===== src/rtl/bcu_pkg.sv =====
package bcu_pkg;

    localparam logic [7:0] PFX_NONE = 8'h00;
    localparam logic [7:0] PFX_ALT  = 8'h90;
    localparam logic [7:0] PFX_BIT  = 8'h72;

    localparam logic [3:0] GRP_SHORT = 4'h2;
    localparam logic [3:0] GRP_BIT   = 4'h0;

    typedef enum logic [1:0] {
        KIND_NONE  = 2'd0,
        KIND_SHORT = 2'd1,
        KIND_BIT   = 2'd2
    } br_kind_e;

    typedef struct packed {
        logic v;
        logic mask_hi;
        logic h;
        logic mask_lo;
        logic n;
        logic z;
        logic c;
    } cc_t;

    typedef struct packed {
        br_kind_e   kind;
        logic       alt;
        logic [3:0] slot;
        logic [2:0] bit_sel;
        logic       bit_pol;
    } dec_t;

    function automatic cc_t unpack_cc(input logic [6:0] raw);
        cc_t f;
        f.c       = raw[0];
        f.z       = raw[1];
        f.n       = raw[2];
        f.mask_lo = raw[3];
        f.h       = raw[4];
        f.mask_hi = raw[5];
        f.v       = raw[6];
        return f;
    endfunction

    function automatic logic is_alt_slot(input logic [3:0] s);
        return (s == 4'h8) || (s == 4'h9) || (s[3:2] == 2'b11);
    endfunction

endpackage


===== src/rtl/bcu_decode.sv =====
module bcu_decode
    import bcu_pkg::*;
(
    input  logic [7:0] prefix,
    input  logic [7:0] opcode,
    output dec_t       dec
);
    always_comb begin
        dec.kind    = KIND_NONE;
        dec.alt     = 1'b0;
        dec.slot    = opcode[3:0];
        dec.bit_sel = opcode[3:1];
        dec.bit_pol = opcode[0];
        if (opcode[7:4] == GRP_SHORT && (prefix == PFX_NONE || prefix == PFX_ALT)) begin
            dec.kind = KIND_SHORT;
            dec.alt  = (prefix == PFX_ALT) && is_alt_slot(opcode[3:0]);
        end else if (opcode[7:4] == GRP_BIT && prefix == PFX_BIT) begin
            dec.kind = KIND_BIT;
        end
    end
endmodule


===== src/rtl/bcu_cond.sv =====
module bcu_cond
    import bcu_pkg::*;
(
    input  cc_t        flags,
    input  logic [3:0] slot,
    input  logic       alt,
    input  logic       irq_line,
    output logic       cond
);
    logic sgn_ok;
    logic unused_mask_hi;

    assign unused_mask_hi = flags.mask_hi;
    assign sgn_ok = ~(flags.n ^ flags.v);

    always_comb begin
        unique case (slot)
            4'h0: cond = 1'b1;
            4'h1: cond = 1'b0;
            4'h2: cond = ~flags.c & ~flags.z;
            4'h3: cond = flags.c | flags.z;
            4'h4: cond = ~flags.c;
            4'h5: cond = flags.c;
            4'h6: cond = ~flags.z;
            4'h7: cond = flags.z;
            4'h8: cond = alt ? ~flags.h : ~flags.v;
            4'h9: cond = alt ? flags.h : flags.v;
            4'hA: cond = ~flags.n;
            4'hB: cond = flags.n;
            4'hC: cond = alt ? ~flags.mask_lo : (~flags.z & sgn_ok);
            4'hD: cond = alt ? flags.mask_lo : (flags.z | ~sgn_ok);
            4'hE: cond = alt ? ~irq_line : sgn_ok;
            default: cond = alt ? irq_line : ~sgn_ok;
        endcase
    end
endmodule


===== src/rtl/bcu_bittest.sv =====
module bcu_bittest #(
    parameter int DATA_W = 8,
    localparam int SEL_W = $clog2(DATA_W)
) (
    input  logic [DATA_W-1:0] data,
    input  logic [SEL_W-1:0]  sel,
    input  logic              pol,
    output logic              cond
);
    assign cond = data[sel] ^ pol;
endmodule


===== src/rtl/bcu_target.sv =====
module bcu_target #(
    parameter int PC_W   = 24,
    parameter int DISP_W = 8
) (
    input  logic [PC_W-1:0]   base,
    input  logic [DISP_W-1:0] disp,
    input  logic              take,
    output logic [PC_W-1:0]   target
);
    localparam int EXT_W = PC_W - DISP_W;
    logic [PC_W-1:0] disp_ext;

    generate
        if (EXT_W > 0) begin : g_ext
            assign disp_ext = {{EXT_W{disp[DISP_W-1]}}, disp};
        end else begin : g_trunc
            assign disp_ext = disp[PC_W-1:0];
        end
    endgenerate

    assign target = take ? (base + disp_ext) : base;
endmodule


===== src/rtl/branch_cond_unit.sv =====
module branch_cond_unit
    import bcu_pkg::*;
#(
    parameter int PC_W = 24
) (
    input  logic            clk,
    input  logic            rst,
    input  logic            req_valid,
    input  logic [7:0]      req_prefix,
    input  logic [7:0]      req_opcode,
    input  logic [7:0]      req_disp,
    input  logic [6:0]      cc_in,
    input  logic            irq_line,
    input  logic [7:0]      test_byte,
    input  logic [PC_W-1:0] next_pc,
    output logic            res_valid,
    output logic            res_branch,
    output logic            res_taken,
    output logic [PC_W-1:0] res_target
);
    dec_t            dec;
    cc_t             flags;
    logic            short_ok;
    logic            bit_ok;
    logic            take;
    logic [PC_W-1:0] tgt;

    assign flags = unpack_cc(cc_in);

    bcu_decode u_dec (
        .prefix (req_prefix),
        .opcode (req_opcode),
        .dec    (dec)
    );

    bcu_cond u_cond (
        .flags    (flags),
        .slot     (dec.slot),
        .alt      (dec.alt),
        .irq_line (irq_line),
        .cond     (short_ok)
    );

    bcu_bittest #(.DATA_W(8)) u_bit (
        .data (test_byte),
        .sel  (dec.bit_sel),
        .pol  (dec.bit_pol),
        .cond (bit_ok)
    );

    always_comb begin
        unique case (dec.kind)
            KIND_SHORT: take = short_ok;
            KIND_BIT:   take = bit_ok;
            default:    take = 1'b0;
        endcase
    end

    bcu_target #(.PC_W(PC_W), .DISP_W(8)) u_tgt (
        .base   (next_pc),
        .disp   (req_disp),
        .take   (take),
        .target (tgt)
    );

    always_ff @(posedge clk) begin
        if (rst) begin
            res_valid  <= 1'b0;
            res_branch <= 1'b0;
            res_taken  <= 1'b0;
            res_target <= '0;
        end else begin
            res_valid <= req_valid;
            if (req_valid) begin
                res_branch <= (dec.kind != KIND_NONE);
                res_taken  <= take;
                res_target <= tgt;
            end
        end
    end

    // one-cycle latency
    p_latency_r2: assert property (@(posedge clk) disable iff (rst)
        req_valid |=> res_valid);
    p_idle_r2: assert property (@(posedge clk) disable iff (rst)
        !req_valid |=> !res_valid);
    // a non-branch is never taken
    p_nonbranch_r9: assert property (@(posedge clk) disable iff (rst)
        (res_valid && !res_branch) |-> !res_taken);
    // the not-taken target is the fall-through address
    p_fallthru_r8: assert property (@(posedge clk) disable iff (rst)
        (req_valid && !take) |=> (res_target == $past(next_pc)));
    // slot 0 always, slot 1 never
    p_always_r3: assert property (@(posedge clk) disable iff (rst)
        (req_valid && req_prefix == PFX_NONE && req_opcode == 8'h20) |=> res_taken);
    p_never_r3: assert property (@(posedge clk) disable iff (rst)
        (req_valid && req_opcode == 8'h21) |=> !res_taken);
    // bit-test outcome follows the selected bit and polarity
    p_bittest_r7: assert property (@(posedge clk) disable iff (rst)
        (req_valid && req_prefix == PFX_BIT && req_opcode[7:4] == 4'h0)
        |=> (res_taken == ($past(test_byte[req_opcode[3:1]]) ^ $past(req_opcode[0]))));
endmodule


===== config.mk =====
export PLATFORM = sky130hd
export DESIGN_NAME = branch_cond_unit
export DESIGN_NICKNAME = d
export VERILOG_FILES = /design/src/rtl/bcu_pkg.sv /design/src/rtl/bcu_decode.sv /design/src/rtl/bcu_cond.sv /design/src/rtl/bcu_bittest.sv /design/src/rtl/bcu_target.sv /design/src/rtl/branch_cond_unit.sv
export SDC_FILE = /design/constraint.sdc
export NUM_CORES = 1
export LEC_CHECK = 0
export CORE_MARGIN = 4
export CORE_UTILIZATION = 40
export CTS_CLUSTER_SIZE = 30
export DETAILED_ROUTE_END_ITERATION = 8
export PLACE_DENSITY = 0.7
export SLEW_MARGIN = 40
export SYNTH_ARGS = -nofsm -noshare
export SYNTH_HDL_FRONTEND = slang
export SYNTH_HIERARCHICAL = 1
export SYNTH_SLANG_ARGS = --single-unit
export TNS_END_PERCENT = 5

===== constraint.sdc =====
create_clock -name clk -period 8 [get_ports clk]
set_input_delay 1.2 -clock clk [delete_from_list [all_inputs] [get_ports clk]]
set_output_delay 1.2 -clock clk [all_outputs]
set_load 0.005 [all_outputs]

==> results of run 1 <==
-- critical path: stages --
cell             delay, ps
clkdlybuf4s50_1        420
or4b_4                 540
nor3_1                 570
mux2i_1                280
xnor2_1                 90
o311a_1                320
o32a_2                 320
a311oi_1               240
a22oi_1                180
nor2b_2                130
buf_4                  300
clkinv_1               140
or3_1                  430
a21oi_1                140
a211oi_1                60
nand3_1                100
mux2i_1                 70
nor2_1                 100
-- cells by family (layout without fill, tap and decap cells) --
logic type                 count (synthesis)  count (layout)  synth area share
and+or+nand+nor                          124             124             0.190
DFF                                       27              27             0.172
adders and majority gates                 27              27             0.110
muxes                                     41              41             0.138
xor gates and xnor gates                  15              15            0.0417
buffers and inverters                     42             114            0.0723
AOI/OAI and AO/OA                        115             115             0.277
-- path summary, 6_finish.rpt --
kind | end | slack [ps]
min reg2reg | res_target[5] | 510
max reg2reg | res_taken | 7150
min | res_target[5] | 510
max | res_target[23] | 2560
-- cells in the mapped netlist, types with 7 or more instances --
master	count	area share
nand4_1	8	0.016
nand2_1	30	0.036
nor3_1	7	0.011
buf_2	9	0.014
o21ai_0	13	0.021
inv_1	13	0.015
ha_1	26	0.10
nand3_1	7	0.011
mux2_2	9	0.032
buf_4	9	0.021
mux2i_1	31	0.099
xnor2_1	9	0.025
a21oi_1	26	0.041
dfxtp_1	27	0.17
o21a_1	8	0.019
nor2_1	45	0.054
-- registers in the layout (all words and copies together), names as in the netlist --
| signal | flops |
|---|---|
| res_branch | 1 |
| res_taken | 1 |
| res_target | 24 |
| res_valid | 1 |
-- cells in the final DEF, fill, tap and decap left out, types with 3 or more instances in the layout --
master and instances:
buf_4 4, nor2_1 45, mux2_2 9, ha_1 26, nor4_1 3, o2111ai_1 3, o31ai_2 3, a21o_1 6
and4_1 3, dfxtp_1 27, o311ai_0 3, o31ai_1 5, inv_1 13, o21a_1 8, a211oi_1 3, nand2_1 30
mux2i_1 31, xnor2_1 9, nand4_1 8, nor2b_1 3, clkbuf_8 3, o211ai_1 3, o21bai_1 3, or3_1 3
and2_1 3, nor3_1 7, nand3_1 7, xor2_1 6, a21oi_1 26, o21ai_0 13, clkdlybuf4s50_1 92, o21ai_1 4
-- report_power, final --
group / total [mW] / leakage [nW] / switching [mW] / internal (mW)
Combinational: 0.194 / 1.37 / 0.0942 / 0.100
Sequential: 0.146 / 0.223 / 0.00386 / 0.142
Clock: 0.0811 / 0.0228 / 0.0453 / 0.0358
Total: 0.421 / 1.61 / 0.143 / 0.278
-- layer usage --
| layer | track usage | wire length, um | share of wire | up-vias |
|---|---|---|---|---|
| li1 | - | - | - | 1600 |
| met1 | 0.206 | 3770 | 0.45 | 1426 |
| met2 | 0.299 | 3880 | 0.47 | 98 |
| met3 | 0.0310 | 529 | 0.064 | 13 |
| met4 | 0.0410 | 116 | 0.014 | 0 |
| met5 | 0 | 0 | 0 | - |
-- metrics by stage --
step	total power [mW]	instances	hold WS, ps	setup slack (ps)
final	0.421	565	507	2560
after global routing	0.452	565	534	2150
after floorplan	0.272	391	485	3230
after global placement	0.338	561	471	2320
after CTS	0.427	565	514	2520
after detailed placement	0.342	561	487	2250
-- layout make-up --
cell class | count | area, um^2 | share of cell area
multi-input combinational | 322 | 2380 | 0.581
timing repair buffer | 96 | 951 | 0.232
sequential | 27 | 541 | 0.132
tap | 102 | 128 | 0.0311
inverter | 14 | 52.6 | 0.0128
clock buffer | 4 | 45.0 | 0.0110
==> impl_metrics.py, run 1 <==
metrics = {
    "finish": {
        "fill_cells": 732,
        "final_area_um2": 4100,
        "antennaDiodeCount": 0,
        "area_growth_syn_to_layout_pct": 30.2,
        "post_route_cells_drive_above_1_share": 0.0734,
        "utilization_after_layout": 0.533,
        "nets": 558,
    },
    "synth": {
        "ys.warnings.count": 6,
        "ys_ff_latch": 27,
        "asyncSetResetFlopFracSynth": 0,
        "count_of_flip_flops_with_a_built_in_enable_after_synthesis": 0,
        "synth_sequential_area_ratio": 0.172,
        "cells_after_synth": 391,
        "post_synth.cell_area_avg_um2": 8.05,
        "ys.flop_type": "dfxtp_1",
        "netlist-cell-type-count": 73,
        "number_of_nets_in_the_synthesized_netlist": 485,
        "mappedNetlistArea_um2": 3150,
    },
    "clock_tree": {
        "clockRootBuffer": "clkbuf_8",
        "hold_buffers": 0,
        "h-tree-depth": 1,
        "bufs_on_longest_clock_path": 2,
        "total_of_cells_resized_after_clock_tree_synthesis": 0,
        "tritoncts": "done",
        "cts-buffers-inserted": 3,
        "worst_setup_hold_path_clk_slew_ps": 100,
        "clkSinkCount": 27,
        "post_cts.repair.setup_buffers": 0,
        "insertion_delay_ps": 280,
    },
    "setup_path": {
        "worst_ep_arrival_time_ps": 5660,
        "timing.critical_path.from": "req_prefix[1]",
        "reg2reg_depth": 2,
        "worst_reg2reg_startpoint": "res_taken",
        "crit_path_max_fanout": 23,
        "endpoint_kind": "flop",
        "cp.required_ps": 8220,
        "criticalPathCategory": "in -> reg",
        "worst_setup_path_start_kind": "input port",
    },
    "power_and_ir_drop": {
        "powerDensity_nw_per_um2": 103,
        "power_leakage_nw": 1.61,
        "vdd_ir_drop_max_uv": 55.7,
    },
    "job": {
        "drv_cap": 0,
    },
    "hold_path": {
        "min-delay-start": "res_target[5]",
        "min_path_type": "reg -> reg",
        "hold-path-cell-count": 2,
    },
    "die": {
        "die_y_um": 96.7,
        "ioPinCount": 94,
        "core_area_um2": 7690,
        "fp.dieW_um": 96.7,
        "std_cell_rows": 32,
        "start_util": 0.410,
        "die_area_um2": 9360,
    },
    "place": {
        "detailed_place.area_um2": 4060,
        "final_hpwl_dp_um": 6480,
        "place.gp.congestion": 0.897,
        "io_buffer_count": 92,
    },
    "timing": {
        "rsz_0062_raised_after_global_routing": "no",
        "skew_ps": 0,
        "timing_worst_slew_pin_value_ps": 804,
        "report.final.setup_viol": 0,
        "maxSlewViolCount": 0,
        "setup_total_negative_slack_ps": 0,
        "hold_violations": 0,
        "min_period_over_period": 0.680,
        "worst_slew_slack_as_a_fraction_of_its_limit": 0.462,
        "clock.fmax_mhz": 184,
        "timing.final.crit_period_ps": 5440,
    },
    "routing": {
        "wire_length_reported_by_the_detailed_router_um": 8290,
        "initialDrtViolationCount": 111,
        "drtPass1Iterations": 4,
        "postRouteAntennaNets": 0,
        "wl_per_cell_um": 14.7,
        "routed-via-count": 3137,
        "detail_route.vias_per_cell": 5.55,
        "drc_errors": 0,
    },
    "global_route": {
        "grt_pass1_wl_um": 13700,
        "globalRouteOverflowTotal": 0,
        "antenna_found_initial": 0,
        "globalRouteTotalUtil": 0.167,
        "first_global_vias": 3068,
        "grt_max_degree": 30,
    },
    "outcome": {
        "run_status": "finished, final reports clean",
    },
}
Power figures use the tool's default switching activity.
==> run 2: changes to the inputs <==
--- a/config.mk
+++ b/config.mk
@@ -9,7 +9,7 @@
 export CORE_UTILIZATION = 40
 export CTS_CLUSTER_SIZE = 30
 export DETAILED_ROUTE_END_ITERATION = 8
-export PLACE_DENSITY = 0.7
+export PLACE_DENSITY = 0.72
 export SLEW_MARGIN = 40
 export SYNTH_ARGS = -nofsm -noshare
 export SYNTH_HDL_FRONTEND = slang
==> constraint.sdc (replaced) <==
create_clock -name clk -period 4.5 [get_ports clk]
set_input_delay 0.675 -clock clk [delete_from_list [all_inputs] [get_ports clk]]
set_output_delay 0.675 -clock clk [all_outputs]
set_load 0.005 [all_outputs]
==> run 2 against run 1 <==
Net effect:
- core utilization increased by 1.6 points
- clock skew is the same
- clock power grew 78%
- die area stayed put
- global-route usage is 0.73 points higher
- first-iteration DRC count rose by 35%
- wire length is 3.7% higher
- critical endpoint is now res_target[21]
- largest power group unchanged
==> impl_metrics.py, run 2 (same netlist as run 1, synthesis figures left out) <==
metrics = {
    "power_and_ir_drop": {
        "vdd_ir_drop_max_uv": 87.4,
        "cellInternalPower_uw": 498,
        "swShare": 0.341,
        "power_leakage_nw": 1.69,
        "pwr-share-clk": 0.191,
        "switching_power_uw": 258,
        "powerDensity_nw_per_um2": 179,
        "comb_power_share": 0.467,
        "pwr-share-seq": 0.343,
        "report.power.total_uw": 756,
    },
    "timing": {
        "timing_worst_slew_pin_value_ps": 671,
        "setup_total_negative_slack_ps": 0,
        "maxSlewViolCount": 0,
        "hold_violations": 0,
        "skew_ps": 0,
        "min_period_over_period": 0.948,
        "worst_slew_slack_as_a_fraction_of_its_limit": 0.551,
        "clock.fmax_mhz": 234,
        "rsz_0062_raised_after_global_routing": "yes",
        "report.final.setup_viol": 0,
        "timing.final.crit_period_ps": 4270,
    },
    "setup_path": {
        "regToRegSetupSlack_ps": 3670,
        "timing.critical_path.from": "req_prefix[1]",
        "crit_path_max_fanout": 22,
        "reg2reg_depth": 2,
        "cp.required_ps": 4710,
        "worstSetupEndpoint": "res_target[21]",
        "endpoint_kind": "flop",
        "worst_setup_path_start_kind": "input port",
        "worst_reg2reg_startpoint": "res_taken",
        "regToRegEndpoint": "res_taken",
        "criticalPathCategory": "in -> reg",
        "worst_ep_arrival_time_ps": 4480,
    },
    "finish": {
        "largest_reg_flops": 24,
        "fill_cells": 754,
        "post_route_cells_drive_above_1_share": 0.107,
        "antennaDiodeCount": 0,
        "final_cell_mix": "clkdlybuf4s50_1, nor2_1, mux2i_1, nand2_1, dfxtp_1",
        "regMostFlops": "res_target",
        "layout_commonest_cell": "clkdlybuf4s50_1",
        "area_growth_syn_to_layout_pct": 34.1,
        "nets": 571,
    },
    "global_route": {
        "antenna_found_initial": 0,
        "first_global_vias": 2989,
        "globalRouteTotalUtil": 0.175,
        "grt_max_degree": 30,
        "globalRouteOverflowTotal": 0,
        "grt_pass1_wl_um": 14000,
    },
    "die": {
        "die_area_um2": 9360,
        "core_area_um2": 7690,
        "ioPinCount": 94,
        "die_y_um": 96.7,
        "fp.dieW_um": 96.7,
        "start_util": 0.410,
        "std_cell_rows": 32,
    },
    "place": {
        "final_hpwl_dp_um": 6740,
        "io_buffer_count": 92,
        "place.gp.congestion": 0.907,
    },
    "routing": {
        "routed-via-count": 3156,
        "wl_per_cell_um": 14.9,
        "detail_route.vias_per_cell": 5.46,
        "drc_errors": 0,
        "postRouteAntennaNets": 0,
        "initialDrtViolationCount": 150,
        "wire_length_reported_by_the_detailed_router_um": 8600,
        "drtPass1Iterations": 4,
    },
    "outcome": {
        "run_status": "finished, final reports clean",
    },
    "clock_tree": {
        "clockRootBuffer": "clkbuf_8",
        "hold_buffers": 0,
        "clkSinkCount": 27,
        "insertion_delay_ps": 280,
        "cts-buffers-inserted": 3,
        "bufs_on_longest_clock_path": 2,
        "tritoncts": "done",
        "worst_setup_hold_path_clk_slew_ps": 100,
        "h-tree-depth": 1,
    },
    "hold_path": {
        "min_path_type": "reg -> reg",
    },
    "job": {
        "drv_cap": 0,
    },
}
==> run 2: stage by stage <==
stage	util	setup WS, ps	hold WS (ps)	cell area (um^2)	instances
global route	0.549	-3.71	522	4220	578
floorplan	-	257	485	3150	391
global placement	0.541	-97.0	474	4160	574
finish	0.549	232	501	4220	578
CTS	0.547	123	505	4210	578
detailed placement	0.541	-183	480	4160	574
==> run 2: worst min path at each step <==
stage | slack [ps] | to | cells after the start | startpoint
5_1_grt | 520 | res_target[8] | 2 | res_target[8]
2_1_floorplan | 480 | res_target[0] | 2 | res_target[0]
3_5_place_dp | 480 | res_target[22] | 2 | res_target[22]
6_report | 500 | res_target[22] | 2 | res_target[22]
4_1_cts | 500 | res_target[8] | 2 | res_target[8]
3_3_place_gp | 470 | res_target[4] | 2 | res_target[4]
==> run 2: worst max-delay path, stage by stage <==
cell	delay [ps]
clkdlybuf4s50_1	420
or4b_4	540
nor3_1	190
buf_4	160
mux2i_2	220
xnor2_1	80
o311a_1	310
or3_1	330
a311oi_2	240
a22oi_1	160
nor2b_2	170
buf_4	320
nand2_1	90
o311ai_1	340
mux2i_1	130
nor2_1	90
==> run 2: repair_timing <==
action                     CTS  global route
setup buffers                0             0
resized for setup            0             3
setup endpoints to repair    0            12
==> run 2: metal layers <==
layer	part of all wire	global-route usage
met5	0	0
met4	0.0078	0.0410
met3	0.048	0.0288
met2	0.48	0.300
met1	0.46	0.228
==> run 2: final cells by class <==
cell class                      instances  area (um^2)  share of cell area
Sequential cell                        27          541               0.128
Tap cell                              102          128              0.0302
Clock buffer                            4         45.0              0.0107
Multi-Input combinational cell        322         2400               0.568
Timing Repair Buffer                  109         1060               0.251
Inverter                               14         52.6              0.0124
==> run 2: power by group through the flow <==
stage | Clock, mW | Sequential [mW] | Combinational [mW]
4_1_cts | 0.150 | 0.259 | 0.349
5_1_grt | 0.160 | 0.261 | 0.387
2_1_floorplan | 0 | 0.266 | 0.218
6_report | 0.144 | 0.259 | 0.353
3_5_place_dp | 0 | 0.265 | 0.347
3_3_place_gp | 0 | 0.265 | 0.341
